**config.mk**
```make
export PLATFORM = sky130hd
export DESIGN_NAME = flash_prog_seq
export DESIGN_NICKNAME = d
export VERILOG_FILES = /design/src/rtl/fps_pkg.sv /design/src/rtl/fps_page_check.sv /design/src/rtl/fps_frame_gen.sv /design/src/rtl/fps_poll_ctr.sv /design/src/rtl/flash_prog_seq.sv
export SDC_FILE = /design/constraint.sdc
export NUM_CORES = 1
export LEC_CHECK = 0
export ABC_AREA = 0
export BUFFER_PORTS_ARGS = -buffer_cell sky130_fd_sc_hd__buf_2
export CORE_ASPECT_RATIO = 1.4
export CORE_UTILIZATION = 35
export CTS_BUF_LIST = sky130_fd_sc_hd__clkbuf_4 sky130_fd_sc_hd__clkbuf_8
export DETAILED_ROUTE_END_ITERATION = 16
export GPL_TIMING_DRIVEN = 0
export PLACE_DENSITY = 0.53
export SYNTH_ARGS = -nofsm -noshare
export SYNTH_HDL_FRONTEND = slang
export SYNTH_SLANG_ARGS = --single-unit
```
**constraint.sdc**
```tcl
create_clock -name clk -period 6.81 [get_ports clk]
set_input_delay 1.362 -clock clk [delete_from_list [all_inputs] [get_ports clk]]
set_output_delay 1.362 -clock clk [all_outputs]
set_load 0.01 [all_outputs]
```
**src/rtl/fps_pkg.sv**
```systemverilog
package fps_pkg;

  localparam logic [2:0] OP_WAKE   = 3'd0;
  localparam logic [2:0] OP_ERASE  = 3'd1;
  localparam logic [2:0] OP_PROG   = 3'd2;
  localparam logic [2:0] OP_READ   = 3'd3;
  localparam logic [2:0] OP_UNPROT = 3'd4;
  localparam logic [2:0] OP_SLEEP  = 3'd5;

  localparam logic [1:0] ERR_NONE    = 2'd0;
  localparam logic [1:0] ERR_REQ     = 2'd1;
  localparam logic [1:0] ERR_TIMEOUT = 2'd2;
  localparam logic [1:0] ERR_PROTECT = 2'd3;

  typedef enum logic [3:0] {
    FR_END, FR_RST_LONG, FR_RST_SHORT, FR_WAKE, FR_WREN, FR_ERASE,
    FR_PROG, FR_READ, FR_WRSR, FR_POLL, FR_CHECK, FR_SLEEP
  } frame_e;

  typedef enum logic [2:0] {
    ST_IDLE, ST_GAP, ST_SEL, ST_SHIFT, ST_WAIT, ST_DESEL, ST_DONE
  } state_e;

  typedef struct packed {
    logic [7:0] wren;
    logic [7:0] erase;
    logic [7:0] prog;
    logic [7:0] read;
    logic [7:0] rdsr;
    logic [7:0] wrsr;
    logic [7:0] wake;
    logic [7:0] sleep;
  } opcodes_t;

  localparam opcodes_t OPC_DEFAULT = '{
    wren: 8'h06, erase: 8'hD8, prog: 8'h02, read: 8'h03,
    rdsr: 8'h05, wrsr: 8'h01, wake: 8'hAB, sleep: 8'hB9
  };

  // Frame to issue at a given step of an operation; FR_END closes it.
  function automatic frame_e frame_at(logic [2:0] op, logic [2:0] step);
    frame_e k;
    k = FR_END;
    case (op)
      OP_WAKE: case (step)
        3'd0: k = FR_RST_LONG;
        3'd1: k = FR_RST_SHORT;
        3'd2: k = FR_WAKE;
        default: k = FR_END;
      endcase
      OP_ERASE: case (step)
        3'd0: k = FR_WREN;
        3'd1: k = FR_ERASE;
        3'd2: k = FR_POLL;
        default: k = FR_END;
      endcase
      OP_PROG: case (step)
        3'd0: k = FR_WREN;
        3'd1: k = FR_PROG;
        3'd2: k = FR_POLL;
        default: k = FR_END;
      endcase
      OP_READ: k = (step == 3'd0) ? FR_READ : FR_END;
      OP_UNPROT: case (step)
        3'd0: k = FR_WREN;
        3'd1: k = FR_WRSR;
        3'd2: k = FR_POLL;
        3'd3: k = FR_CHECK;
        default: k = FR_END;
      endcase
      OP_SLEEP: k = (step == 3'd0) ? FR_SLEEP : FR_END;
      default: k = FR_END;
    endcase
    return k;
  endfunction

endpackage

```
**src/rtl/fps_page_check.sv**
```systemverilog
module fps_page_check import fps_pkg::*; #(
  parameter int PAGE_BYTES = 256,
  parameter int ADDR_W     = 24,
  localparam int OFF_W     = $clog2(PAGE_BYTES),
  localparam int LEN_W     = OFF_W + 1
) (
  input  logic [2:0]        op,
  input  logic [ADDR_W-1:0] addr,
  input  logic [LEN_W-1:0]  len,
  output logic              ok
);

  function automatic logic len_ok(logic [LEN_W-1:0] n);
    return (n != '0) && (n <= LEN_W'(PAGE_BYTES));
  endfunction

  // Page fit: start offset plus length may reach, never pass, the page end.
  function automatic logic page_fits(logic [OFF_W-1:0] off, logic [LEN_W-1:0] n);
    logic [LEN_W:0] end_pos;
    end_pos = {2'b00, off} + {1'b0, n};
    return len_ok(n) && (end_pos <= (LEN_W+1)'(PAGE_BYTES));
  endfunction

  always_comb begin
    case (op)
      OP_PROG:                                   ok = page_fits(addr[OFF_W-1:0], len);
      OP_READ:                                   ok = len_ok(len);
      OP_WAKE, OP_ERASE, OP_UNPROT, OP_SLEEP:    ok = 1'b1;
      default:                                   ok = 1'b0;
    endcase
  end

endmodule

```
**src/rtl/fps_frame_gen.sv**
```systemverilog
module fps_frame_gen import fps_pkg::*; #(
  parameter opcodes_t OPC = OPC_DEFAULT,
  parameter int LEN_W     = 9,
  parameter int ADDR_W    = 24,
  localparam int IDX_W    = LEN_W + 1
) (
  input  frame_e            kind,
  input  logic [IDX_W-1:0]  idx,
  input  logic [ADDR_W-1:0] addr,
  input  logic [LEN_W-1:0]  len,
  input  logic [7:0]        wdata,
  output logic [7:0]        tx,
  output logic [3:0]        bits,
  output logic              last,
  output logic              data_out,
  output logic              data_in,
  output logic              sr_byte
);

  function automatic logic [IDX_W-1:0] frame_len(frame_e k, logic [LEN_W-1:0] n);
    case (k)
      FR_PROG, FR_READ:          return IDX_W'(n) + IDX_W'(4);
      FR_ERASE:                  return IDX_W'(4);
      FR_WRSR, FR_POLL, FR_CHECK: return IDX_W'(2);
      default:                   return IDX_W'(1);
    endcase
  endfunction

  function automatic logic [7:0] opcode_of(frame_e k);
    case (k)
      FR_WREN:          return OPC.wren;
      FR_ERASE:         return OPC.erase;
      FR_PROG:          return OPC.prog;
      FR_READ:          return OPC.read;
      FR_WRSR:          return OPC.wrsr;
      FR_POLL, FR_CHECK: return OPC.rdsr;
      FR_WAKE:          return OPC.wake;
      FR_SLEEP:         return OPC.sleep;
      default:          return 8'hFF;
    endcase
  endfunction

  logic has_addr;
  assign has_addr = (kind == FR_ERASE) || (kind == FR_PROG) || (kind == FR_READ);
  assign data_out = (kind == FR_PROG) && (idx >= IDX_W'(4));
  assign data_in  = (kind == FR_READ) && (idx >= IDX_W'(4));
  assign sr_byte  = ((kind == FR_POLL) || (kind == FR_CHECK)) && (idx == IDX_W'(1));
  assign last     = (idx == frame_len(kind, len) - IDX_W'(1));
  assign bits     = (kind == FR_RST_SHORT) ? 4'd2 : 4'd8;

  always_comb begin
    tx = 8'h00;
    if (idx == '0)                         tx = opcode_of(kind);
    else if (has_addr && idx == IDX_W'(1)) tx = addr[23:16];
    else if (has_addr && idx == IDX_W'(2)) tx = addr[15:8];
    else if (has_addr && idx == IDX_W'(3)) tx = addr[7:0];
    else if (data_out)                     tx = wdata;
  end

endmodule

```
**src/rtl/fps_poll_ctr.sv**
```systemverilog
module fps_poll_ctr #(
  parameter int CW = 16
) (
  input  logic          clk,
  input  logic          rst_n,
  input  logic          clr,
  input  logic          inc,
  input  logic [CW-1:0] limit,
  output logic          expired
);

  logic [CW-1:0] count_q;

  // Expired when the busy poll being judged is the limit-th one.
  assign expired = ({1'b0, count_q} + (CW+1)'(1)) >= {1'b0, limit};

  always_ff @(posedge clk or negedge rst_n) begin
    if (!rst_n)   count_q <= '0;
    else if (clr) count_q <= '0;
    else if (inc) count_q <= count_q + CW'(1);
  end

endmodule

```
**src/rtl/flash_prog_seq.sv**
```systemverilog
module flash_prog_seq import fps_pkg::*; #(
  parameter opcodes_t OPC  = OPC_DEFAULT,
  parameter int PAGE_BYTES = 256,
  parameter int POLL_W     = 16,
  localparam int LEN_W     = $clog2(PAGE_BYTES) + 1,
  localparam int ADDR_W    = 24
) (
  input  logic              clk,
  input  logic              rst_n,
  input  logic              op_start,
  input  logic [2:0]        op_code,
  input  logic [ADDR_W-1:0] op_addr,
  input  logic [LEN_W-1:0]  op_len,
  input  logic [POLL_W-1:0] poll_max,
  input  logic [7:0]        wr_data,
  output logic              wr_req,
  output logic [7:0]        rd_data,
  output logic              rd_valid,
  output logic              busy,
  output logic              done,
  output logic              err,
  output logic [1:0]        err_code,
  output logic              flash_cs_n,
  output logic              fpga_rst_n,
  output logic              xfer_start,
  output logic [7:0]        xfer_tx,
  output logic [3:0]        xfer_bits,
  input  logic              xfer_done,
  input  logic [7:0]        xfer_rx
);

  localparam int IDX_W = LEN_W + 1;

  state_e            state_q;
  frame_e            kind_q;
  logic [2:0]        op_q, step_q;
  logic [ADDR_W-1:0] addr_q;
  logic [LEN_W-1:0]  len_q;
  logic [IDX_W-1:0]  idx_q;
  logic [7:0]        sr_q, rd_data_q;
  logic              rstn_q, done_q, err_q, rd_valid_q;
  logic [1:0]        ecode_q;

  // Named internal events (also observed by the checker)
  logic   req_ok, idle_w, op_is_sleep, poll_busy, check_bad, poll_expired;
  logic   poll_clr, poll_inc;
  frame_e first_kind, next_kind;
  logic   g_last, g_data_out, g_data_in, g_sr_byte;

  assign idle_w      = (state_q == ST_IDLE);
  assign op_is_sleep = (op_q == OP_SLEEP);
  assign first_kind  = frame_at(op_code, 3'd0);
  assign next_kind   = frame_at(op_q, step_q + 3'd1);
  assign poll_busy   = (state_q == ST_DESEL) && (kind_q == FR_POLL) && sr_q[0];
  assign check_bad   = (state_q == ST_DESEL) && (kind_q == FR_CHECK) && (sr_q != 8'h00);
  assign poll_clr    = idle_w && op_start;
  assign poll_inc    = poll_busy && !poll_expired;

  fps_page_check #(.PAGE_BYTES(PAGE_BYTES), .ADDR_W(ADDR_W)) u_check (
    .op(op_code), .addr(op_addr), .len(op_len), .ok(req_ok)
  );

  fps_frame_gen #(.OPC(OPC), .LEN_W(LEN_W), .ADDR_W(ADDR_W)) u_gen (
    .kind(kind_q), .idx(idx_q), .addr(addr_q), .len(len_q), .wdata(wr_data),
    .tx(xfer_tx), .bits(xfer_bits), .last(g_last), .data_out(g_data_out),
    .data_in(g_data_in), .sr_byte(g_sr_byte)
  );

  fps_poll_ctr #(.CW(POLL_W)) u_poll (
    .clk(clk), .rst_n(rst_n), .clr(poll_clr), .inc(poll_inc),
    .limit(poll_max), .expired(poll_expired)
  );

  always_ff @(posedge clk or negedge rst_n) begin
    if (!rst_n) begin
      state_q    <= ST_IDLE;
      kind_q     <= FR_END;
      op_q       <= OP_WAKE;
      step_q     <= '0;
      addr_q     <= '0;
      len_q      <= '0;
      idx_q      <= '0;
      sr_q       <= '0;
      rd_data_q  <= '0;
      rstn_q     <= 1'b1;
      done_q     <= 1'b0;
      err_q      <= 1'b0;
      ecode_q    <= ERR_NONE;
      rd_valid_q <= 1'b0;
    end else begin
      done_q     <= 1'b0;
      rd_valid_q <= 1'b0;
      case (state_q)
        ST_IDLE: if (op_start) begin
          err_q   <= 1'b0;
          ecode_q <= ERR_NONE;
          if (!req_ok) begin
            done_q  <= 1'b1;
            err_q   <= 1'b1;
            ecode_q <= ERR_REQ;
          end else begin
            op_q    <= op_code;
            addr_q  <= op_addr;
            len_q   <= op_len;
            step_q  <= '0;
            kind_q  <= first_kind;
            idx_q   <= '0;
            rstn_q  <= 1'b0;
            state_q <= ST_GAP;
          end
        end
        ST_GAP:   state_q <= ST_SEL;
        ST_SEL:   state_q <= ST_SHIFT;
        ST_SHIFT: state_q <= ST_WAIT;
        ST_WAIT: if (xfer_done) begin
          if (g_data_in) begin
            rd_data_q  <= xfer_rx;
            rd_valid_q <= 1'b1;
          end
          if (g_sr_byte) sr_q <= xfer_rx;
          if (g_last) state_q <= ST_DESEL;
          else begin
            idx_q   <= idx_q + IDX_W'(1);
            state_q <= ST_SHIFT;
          end
        end
        ST_DESEL: begin
          idx_q <= '0;
          if (poll_busy) begin
            if (poll_expired) begin
              err_q   <= 1'b1;
              ecode_q <= ERR_TIMEOUT;
              state_q <= ST_DONE;
            end else begin
              state_q <= ST_GAP;
            end
          end else if (check_bad) begin
            err_q   <= 1'b1;
            ecode_q <= ERR_PROTECT;
            state_q <= ST_DONE;
          end else if (next_kind == FR_END) begin
            state_q <= ST_DONE;
          end else begin
            step_q  <= step_q + 3'd1;
            kind_q  <= next_kind;
            state_q <= ST_GAP;
          end
        end
        ST_DONE: begin
          done_q <= 1'b1;
          if (op_is_sleep && !err_q) rstn_q <= 1'b1;
          state_q <= ST_IDLE;
        end
        default: state_q <= ST_IDLE;
      endcase
    end
  end

  assign flash_cs_n = !((state_q == ST_SEL) || (state_q == ST_SHIFT) || (state_q == ST_WAIT));
  assign fpga_rst_n = rstn_q;
  assign xfer_start = (state_q == ST_SHIFT);
  assign wr_req     = xfer_start && g_data_out;
  assign busy       = !idle_w;
  assign done       = done_q;
  assign err        = err_q;
  assign err_code   = ecode_q;
  assign rd_data    = rd_data_q;
  assign rd_valid   = rd_valid_q;

endmodule

```
==> results of run 1 <==
[per-stage QoR]
step	std cells	total power, mW	setup slack, ns
6_report	1109	2.56	1.72
5_1_grt	1109	2.77	1.44
4_1_cts	1109	2.59	1.70
3_5_place_dp	1093	2.19	1.30
3_3_place_gp	1092	2.18	1.34
2_1_floorplan	749	1.80	2.25
[critical path: cells and delay by family]
family | cells | cell delay (ns)
simple gates | 3 | 0.68
mux | 1 | 0.38
buf+inv | 5 | 1.12
fa+ha+maj | 2 | 0.44
compound gates | 5 | 1.40
[power by group through the flow]
stage | Clock, mW | Combinational (mW) | Sequential, mW
after CTS | 0.399 | 1.35 | 0.836
after detailed placement | 0 | 1.34 | 0.848
after floorplan | 0 | 0.987 | 0.812
after global placement | 0 | 1.34 | 0.845
after global routing | 0.415 | 1.50 | 0.857
final | 0.378 | 1.35 | 0.833
[sequential cells by signal (all words and copies together), names as in the netlist]
signal          count
done                1
sr_q                8
state_q             3
u_poll.count_q     16
len_q               9
err                 1
idx_q              10
op_q                3
addr_q             24
step_q              3
kind_q              4
rd_valid            1
err_code            2
rd_data             8
fpga_rst_n          1
[worst paths after layout]
kind | startpoint | endpoint | slack [ns]
worst max-delay path | op_len[0] | addr_q[15] | 1.72
worst min-delay path | rd_data[2] | rd_data[2] | 0.48
worst max register to register | kind_q[0] | idx_q[7] | 2.55
worst min register to register | rd_data[2] | rd_data[2] | 0.48
max in group asynchronous | rst_n | fpga_rst_n | 5.20
min in group asynchronous | rst_n | u_poll.count_q[2] | 0.89
[cell usage in the layout (no fill, tap or decap), types with 10 or more instances in the layout]
master and count:
a21oi_1 34, and3_1 10, buf_2 104, clkbuf_1 28, dfrtp_1 93, ha_1 43, inv_1 32, mux2_2 48
nand2_1 73, nand2b_1 23, nand3_1 35, nand4_1 12, nor2_1 64, nor2b_1 13, nor3_1 23, o21ai_0 23
xnor2_1 29, xor2_1 19
[cells by family after synthesis]
group	Yosys count
AND/OR/NAND/NOR	292
AO/OA/AOI/OAI	136
flip-flops	94
buffers and inverters	76
multiplexers	56
XOR/XNOR	49
adder cells (fa/ha/maj)	44
other	1
[layout make-up]
type                            count  area (um^2)  area share (%)
Multi-Input combinational cell    579         4010            52.0
Sequential cell                    94         2350            30.5
Timing Repair Buffer              100          526            6.82
Tap cell                          244          305            3.96
Buffer                             43          191            2.48
Clock buffer                        9          124            1.61
Inverter                           33          124            1.61
Clock inverter                      7         73.8           0.958
[per-layer routing]
layer  vias up  wire (um)  global-route usage [%]  share of wire (%)
li1       2872          -                       -                  -
met3        13        661                    2.88                3.7
met2       134       9150                    34.4                 51
met4         0        212                    5.12                1.2
met5         -          0                       0                  0
met1      2747       7780                    22.6                 44
==> impl_metrics.tcl, run 1 <==
set metrics [dict create \
    htreeDepth 3 \
    dieArea_mm2 0.0196 \
    n_fill_cell 1946 \
    max_stage_delay_ns 0.46 \
    synthFlopType "dfrtp_1" \
    synth_common_cells "dfrtp_1 (93), nand2_1 (73), nor2_1 (64)" \
    track_usage_pct 18.7 \
    insertion_delay_ns 0.39 \
    setup_violations 0 \
    ys_top_cells_by_area "dfrtp_1 (35%), mux2_2 (8.1%), ha_1 (8.1%), nand2_1 (4.1%), xnor2_1 (3.8%)" \
    die_w_um 119 \
    cap_viol_max_count 0 \
    tritoncts "built" \
    rsz0062_at_grt "no" \
    grt_max_degree 68 \
    overflow 0 \
    max_slew.worst_pin.slew_ns 1.10 \
    synth_compound_area_share_pct 14.1 \
    pin_count 102 \
    synth_cells 748 \
    p_leak_nw 3.70 \
    cts_buffers 9 \
    cp-end-kind "register" \
    run_status "finished clean" \
    critPathRequiredTime_ns 7.10 \
    post_dp_cell_area_mm2 0.00751 \
    crit_chain "buf_2, ha_1, inv_1, fa_1, nor2b_1, o21a_1, or4_1, a2111oi_0, o221ai_1, o211ai_1, o211a_1, and2_1, clkbuf_1, buf_2, buf_2, mux2_2" \
    postRouteAntennaNets 0 \
    cpMaxStageDelayCell "or4_1" \
    routedWlPerCell_um 16.1 \
    grt_pass1_wl_um 28900 \
    synth_top_area_share_pct 34.9 \
    initial_core_util_pct 35.9 \
    fin_crit_sh_pct 74.8 \
    clock.fmax_mhz 196 \
    synth_edf_count 0 \
    drive_gt1_share_pct 21.5 \
    synth-adder-area-share_pct 8.36 \
    rr_worst_depth 17 \
    slew_violations 0 \
    path_clk_slew_ns 0.11 \
    maxSlewHeadroom_pct 26.2 \
    intPower_mw 1.44 \
    hold_path.class "register to register" \
    synth_cell_types 68 \
    period_needed_ns 5.09 \
    synth-xor-area-share_pct 6.65 \
    ys_ff_latch 94 \
    drc 0 \
    cts-resized-gates 0 \
    vias 5766 \
    cp-start-kind "input pin" \
    port_buffers 99 \
    p_sw_mw 1.12 \
    firstDrtPassIters 8 \
    synth_mux_area_share_pct 9.30 \
    synth-simple-area-share_pct 21.5 \
    synthArstFlopShare_pct 100 \
    fin_skew_ns 0.0167 \
    fin_area_mm2 0.00771 \
    critPathArrivalTime_ns 5.38 \
    comb_power_share_pct 52.7 \
    max-vdd-ir-drop_v 0.000190 \
    crit_type "input pin to register" \
    fin_nets 976 \
    root_buffer "clkbuf_8" \
    post_cts_buffers 0 \
    fin_hold_ws_ns 0.480 \
    clock_sinks 94 \
    yosysWarnings 0 \
    setup_tns_ns 0 \
    syn_to_final_growth_pct 15.5 \
    p_seq_share_pct 32.6 \
    synth_most_common_cell "dfrtp_1" \
    dr.first_iter.drc_count 363 \
    worst_path_most_repeated_cell "buf_2" \
    yosysTopAreaCell "dfrtp_1" \
    swShare_pct 43.7 \
    core_mm2 0.0186 \
    cp_max_fo 10 \
    synth_area_per_cell_um2 8.93 \
    rows 59 \
    die_y_um 165 \
    clockPowerShare_pct 14.8 \
    synth_top_family_by_area "simple AND/OR/NAND/NOR gates" \
    gp_congestion 0.826 \
    hpwl_um 14000 \
    powerDensity_mw_per_mm2 332 \
    routed_wl_um 17800 \
    syn_area_mm2 0.00668 \
    final-hold-violation-count 0 \
    ys_seq_area_share_pct 35.3 \
    utilization_pct 41.4 \
    cts_hold_buf 0 \
    antenna_found_initial 0 \
    grt_pass1_vias 5579 \
    vias_per_cell 5.20 \
    clockBufferDepth 2 \
    holdPathStages 2 \
    antenna_cells 0 \
]
(Power assumes the default switching activity.)
==> run 2, diff against run 1 <==
- PLACE_DENSITY: 0.53 -> 0.54
- clock period: 6.81 -> 4.4 ns (I/O delays scaled with it)
==> run 2 against run 1 <==
Critical path depth is 1 lower. Global-route usage down 0.21 points. Clock power rose by 56%. Critical endpoint is now addr_q[19]. First-iteration DRC count down 6.3%. Die area stayed put. Largest cell class unchanged. Final area grew 0.29%. Sequential power grew 54%. Total power is 56% higher. Via count shrank 1.4%.
==> impl_metrics.tcl, run 2 (same netlist as run 1, synthesis figures left out) <==
set metrics [dict create \
    tritoncts "built" \
    reg_top3 "addr_q (24), u_poll.count_q (16), idx_q (10)" \
    setup_tns_ns 0 \
    crit_type "input pin to register" \
    rows 59 \
    cp-start-kind "input pin" \
    clock.fmax_mhz 239 \
    fin_skew_ns 0.0131 \
    grt_pass1_vias 5648 \
    final_common_cell "buf_2" \
    timing.final.ws_setup_ns 0.211 \
    finalPower_mw 3.98 \
    mostFrequentLayoutCells "buf_2 (102), dfrtp_1 (92), nand2_1 (73)" \
    hold_path.class "input pin to async pin" \
    n_fill_cell 1951 \
    clock_sinks 94 \
    seqCellArea_mm2 0.00235 \
    largest_register_ffs 24 \
    overflow 0 \
    multiInputGateArea_mm2 0.00403 \
    powerDensity_mw_per_mm2 515 \
    vias_per_cell 5.14 \
    hpwl_um 13900 \
    largest_register "addr_q" \
    run_status "finished clean" \
    track_usage_pct 18.5 \
    drive_gt1_share_pct 22.4 \
    period_needed_ns 4.19 \
    fin_crit_sh_pct 95.2 \
    path_delay_family "compound AO/OA/AOI/OAI gates" \
    cap_viol_max_count 0 \
    cts_buffers 9 \
    gp_congestion 0.847 \
    die_y_um 165 \
    htreeDepth 3 \
    grt_max_degree 66 \
    fin_hold_ws_ns 0.425 \
    slew_violations 0 \
    placed_cells 1093 \
    dieArea_mm2 0.0196 \
    initial_core_util_pct 35.9 \
    antenna_found_initial 0 \
    rsz0062_at_grt "no" \
    critPathRequiredTime_ns 4.69 \
    max_stage_delay_ns 0.47 \
    max-vdd-ir-drop_v 0.000333 \
    maxSlewHeadroom_pct 48.6 \
    die_w_um 119 \
    syn_to_final_growth_pct 15.8 \
    critPathArrivalTime_ns 4.48 \
    drc 0 \
    postRouteAntennaNets 0 \
    p_leak_nw 3.71 \
    max_slew.worst_pin.slew_ns 0.760 \
    port_buffers 99 \
    clockBufferDepth 2 \
    path_clk_slew_ns 0.11 \
    finalNonFillerCells 1107 \
    root_buffer "clkbuf_8" \
    firstDrtPassIters 5 \
    routedWlPerCell_um 15.8 \
    cp-end-kind "register" \
    crit_chain "buf_2, ha_1, inv_1, fa_1, nor2b_1, o21a_1, or4_1, a2111oi_1, o221ai_1, o211ai_1, o211a_1, and2_1, buf_6, buf_4, mux2_2" \
    grt_pass1_wl_um 28500 \
    cp_max_fo 10 \
    routed_wl_um 17400 \
    antenna_cells 0 \
    place_ws_ns -0.545 \
    insertion_delay_ns 0.39 \
    pin_count 102 \
    vias 5685 \
    dr.first_iter.drc_count 340 \
    cpMaxStageDelayCell "or4_1" \
    post_cts_buffers 0 \
    fin_nets 974 \
    setup_violations 0 \
    worst-path-buf-inv 4 \
    core_mm2 0.0186 \
    final-hold-violation-count 0 \
]
## run 2: changes by cell type in the layout (fill, tap and decap cells not counted), sizes merged
cell | before | now
clkinvlp | 0 | 1
clkinv | 4 | 3
clkbuf | 37 | 35
## run 2: where the power goes
group / internal, mW / total [mW] / switching (mW)
Combinational: 0.918 / 2.11 / 1.19
Clock: 0.225 / 0.590 / 0.365
Sequential: 1.10 / 1.28 / 0.181
## run 2: timing repair
| item | in CTS | in global routing |
|---|---|---|
| pin swaps | 0 | 1 |
| hold buffers | 0 | 0 |
| endpoints found under the setup margin | 15 | 48 |
| resized for setup | 3 | 10 |
## run 2: routing by layer
| layer | vias up | share of wire, % | track usage (%) |
|---|---|---|---|
| li1 | 2866 | - | - |
| met1 | 2694 | 43 | 21.6 |
| met2 | 113 | 53 | 34.4 |
| met3 | 12 | 3.3 | 2.51 |
| met4 | 0 | 1.3 | 6.56 |
| met5 | - | 0 | 0 |
## run 2: path summary, 6_finish.rpt
check	start	endpoint	slack (ns)	depth (start not counted)
max	op_len[0]	addr_q[19]	0.21	15
min	rst_n	u_poll.count_q[2]	0.43	1
max reg2reg	kind_q[0]	idx_q[7]	0.33	17
min reg2reg	rd_data[0]	rd_data[0]	0.48	2
max in group asynchronous	rst_n	fpga_rst_n	3.28	2
min in group clk	rd_data[0]	rd_data[0]	0.48	2
## run 2: area by class of cell
cell class                 instances  share of cell area (%)
multi-input combinational        579                    52.1
sequential                        94                    30.5
timing repair buffer             100                    6.80
tap                              244                    3.95
buffer                            41                    2.54
clock buffer                       9                    1.60
inverter                          33                    1.60
clock inverter                     7                   0.971
## run 2: through the flow
| stage | util (%) | area, um^2 |
|---|---|---|
| 2_1_floorplan | - | 6680 |
| 3_3_place_gp | 40.2 | 7480 |
| 3_5_place_dp | 40.4 | 7510 |
| 4_1_cts | 41.5 | 7720 |
| 5_1_grt | 41.6 | 7730 |
| 6_report | 41.6 | 7730 |
==> run 3, diff against run 2 <==
- CORE_UTILIZATION: 35 -> 54
- PLACE_DENSITY: 0.54 -> 0.78
- TNS_END_PERCENT: unset -> 30
==> run 3 against run 2 <==
Worst setup slack worse by 0.021 ns. Die area shrank 35%. Worst hold slack gained 0.053 ns. Register-to-register slack worse by 0.11 ns. Clock skew shrank 0.0035 ns. Critical endpoint is now addr_q[13]. Largest power group unchanged.
==> impl_metrics.tcl, run 3 (same netlist as run 1, synthesis figures left out) <==
set metrics [dict create \
    max-vdd-ir-drop_v 0.000433 \
    clock.fmax_mhz 238 \
    final_common_cell "buf_2" \
    critPathRequiredTime_ns 4.68 \
    ff2ff_setup_slack_ns 0.22 \
    port_buffers 99 \
    dr.first_iter.drc_count 390 \
    die_w_um 96.0 \
    core_mm2 0.0119 \
    drive_gt1_share_pct 22.3 \
    clock_sinks 94 \
    utilization_pct 63.7 \
    slew_violations 0 \
    overflow 0 \
    rr_worst_depth 17 \
    p_leak_nw 3.71 \
    r2r_end "idx_q[9]" \
    worst_path_most_repeated_cell "buf_4" \
    root_buffer "clkbuf_8" \
    maxSlewHeadroom_pct 31.0 \
    period_needed_ns 4.21 \
    dieArea_mm2 0.0128 \
    crit_type "input pin to register" \
    die_y_um 134 \
    finalNonFillerCells 1012 \
    max_stage_delay_ns 0.48 \
    post_dp_cell_area_mm2 0.00739 \
    hpwl_um 12700 \
    routedWlPerCell_um 16.3 \
    cpMaxStageDelayCell "or4_1" \
    reg_top3 "addr_q (24), u_poll.count_q (16), idx_q (10)" \
    clockBufferDepth 2 \
    routed_wl_um 16500 \
    largest_register_ffs 24 \
    cts_buffers 9 \
    max_slew.worst_pin.slew_ns 1.03 \
    r2r-start "kind_q[0]" \
    worstSetupEndpoint "addr_q[13]" \
    fin_skew_ns 0.00955 \
    grt_max_degree 54 \
    grt_pass1_vias 5880 \
    vias 5874 \
    hold_path.class "register to register" \
    final-hold-violation-count 0 \
    placed_cells 996 \
    n_fill_cell 1078 \
    antenna_found_initial 0 \
    setup_violations 0 \
    pin_count 102 \
    grt_pass1_wl_um 27200 \
    track_usage_pct 27.2 \
    fin_nets 976 \
    route.met2.wl_um 8800 \
    cp-end-kind "register" \
    mostFrequentLayoutCells "buf_2 (102), dfrtp_1 (93), nand2_1 (73)" \
    path_clk_slew_ns 0.10 \
    tritoncts "built" \
    fin_area_mm2 0.00761 \
    critPathArrivalTime_ns 4.49 \
    wl_met1_um 6450 \
    insertion_delay_ns 0.38 \
    fin_crit_sh_pct 95.7 \
    firstDrtPassIters 8 \
    gp_congestion 0.915 \
    antenna_cells 0 \
    crit_chain "buf_2, ha_1, inv_1, fa_1, nor2b_1, o21a_1, or4_1, a2111oi_2, o221ai_1, o211ai_1, o211a_1, and2_1, clkbuf_1, buf_4, buf_4, mux2_2" \
    cp-start-kind "input pin" \
    cap_viol_max_count 0 \
    syn_to_final_growth_pct 14.0 \
    startpoint "op_len[0]" \
    top_layer "met4" \
    htreeDepth 3 \
    rows 47 \
    postRouteAntennaNets 0 \
    wl_met3_um 820 \
    cp_max_fo 10 \
    powerDensity_mw_per_mm2 521 \
    vias_per_cell 5.80 \
    largest_register "addr_q" \
    drc 0 \
    initial_core_util_pct 55.9 \
    run_status "finished clean" \
]
[run 3: worst min path at each step]
stage                   endpoint  depth (start not counted)  slack (ns)               from
2_1_floorplan  u_poll.count_q[5]                          2        0.46  u_poll.count_q[5]
3_3_place_gp          rd_data[7]                          2        0.46         rd_data[7]
3_5_place_dp          rd_data[2]                          2        0.46         rd_data[2]
4_1_cts               rd_data[2]                          2        0.48         rd_data[2]
5_1_grt               rd_data[5]                          2        0.51         rd_data[5]
6_report              rd_data[0]                          2        0.48         rd_data[0]
[run 3: through the flow]
step	setup TNS, ns	hold WS [ns]	power [mW]	setup slack [ns]
floorplan	0	0.460	2.78	0.324
global route	-0.200	0.508	4.27	-0.0585
CTS	0	0.483	3.93	0.0831
finish	0	0.478	3.96	0.190
detailed placement	-6.04	0.457	3.36	-0.421
global placement	-7.15	0.455	3.31	-0.444
[run 3: cell type report]
cell class	count	area (um^2)	area share, %
multi-input combinational	579	4030	53.0
sequential	94	2350	30.9
timing repair buffer	101	533	7.01
buffer	42	196	2.58
tap	147	184	2.42
clock buffer	9	124	1.63
inverter	33	124	1.63
clock inverter	7	63.8	0.839
[run 3: worst max-delay path: cells and delay by family]
kind	cells	cell delay, ns
muxes	1	0.35
AOI/OAI and AO/OA	5	1.25
buffers and inverters	5	0.90
and+or+nand+nor	3	0.67
adders and majority gates	2	0.41
[run 3: timing repair]
action,4_1_cts,5_1_grt
buffers inserted,0,1
setup endpoints to repair,9,45
gates resized for setup,3,8
pin swaps,0,1
hold buffers,0,0
[run 3: power breakdown]
part | internal [mW] | switching (mW)
registers | 1.10 | 0.198
logic | 0.920 | 1.18
clock network | 0.218 | 0.340
[run 3: layer usage]
layer  GRT usage [%]  vias up
met5               0        -
met2            49.6      188
li1                -     2865
met1            31.5     2794
met3            3.20       27
met4            10.9        0
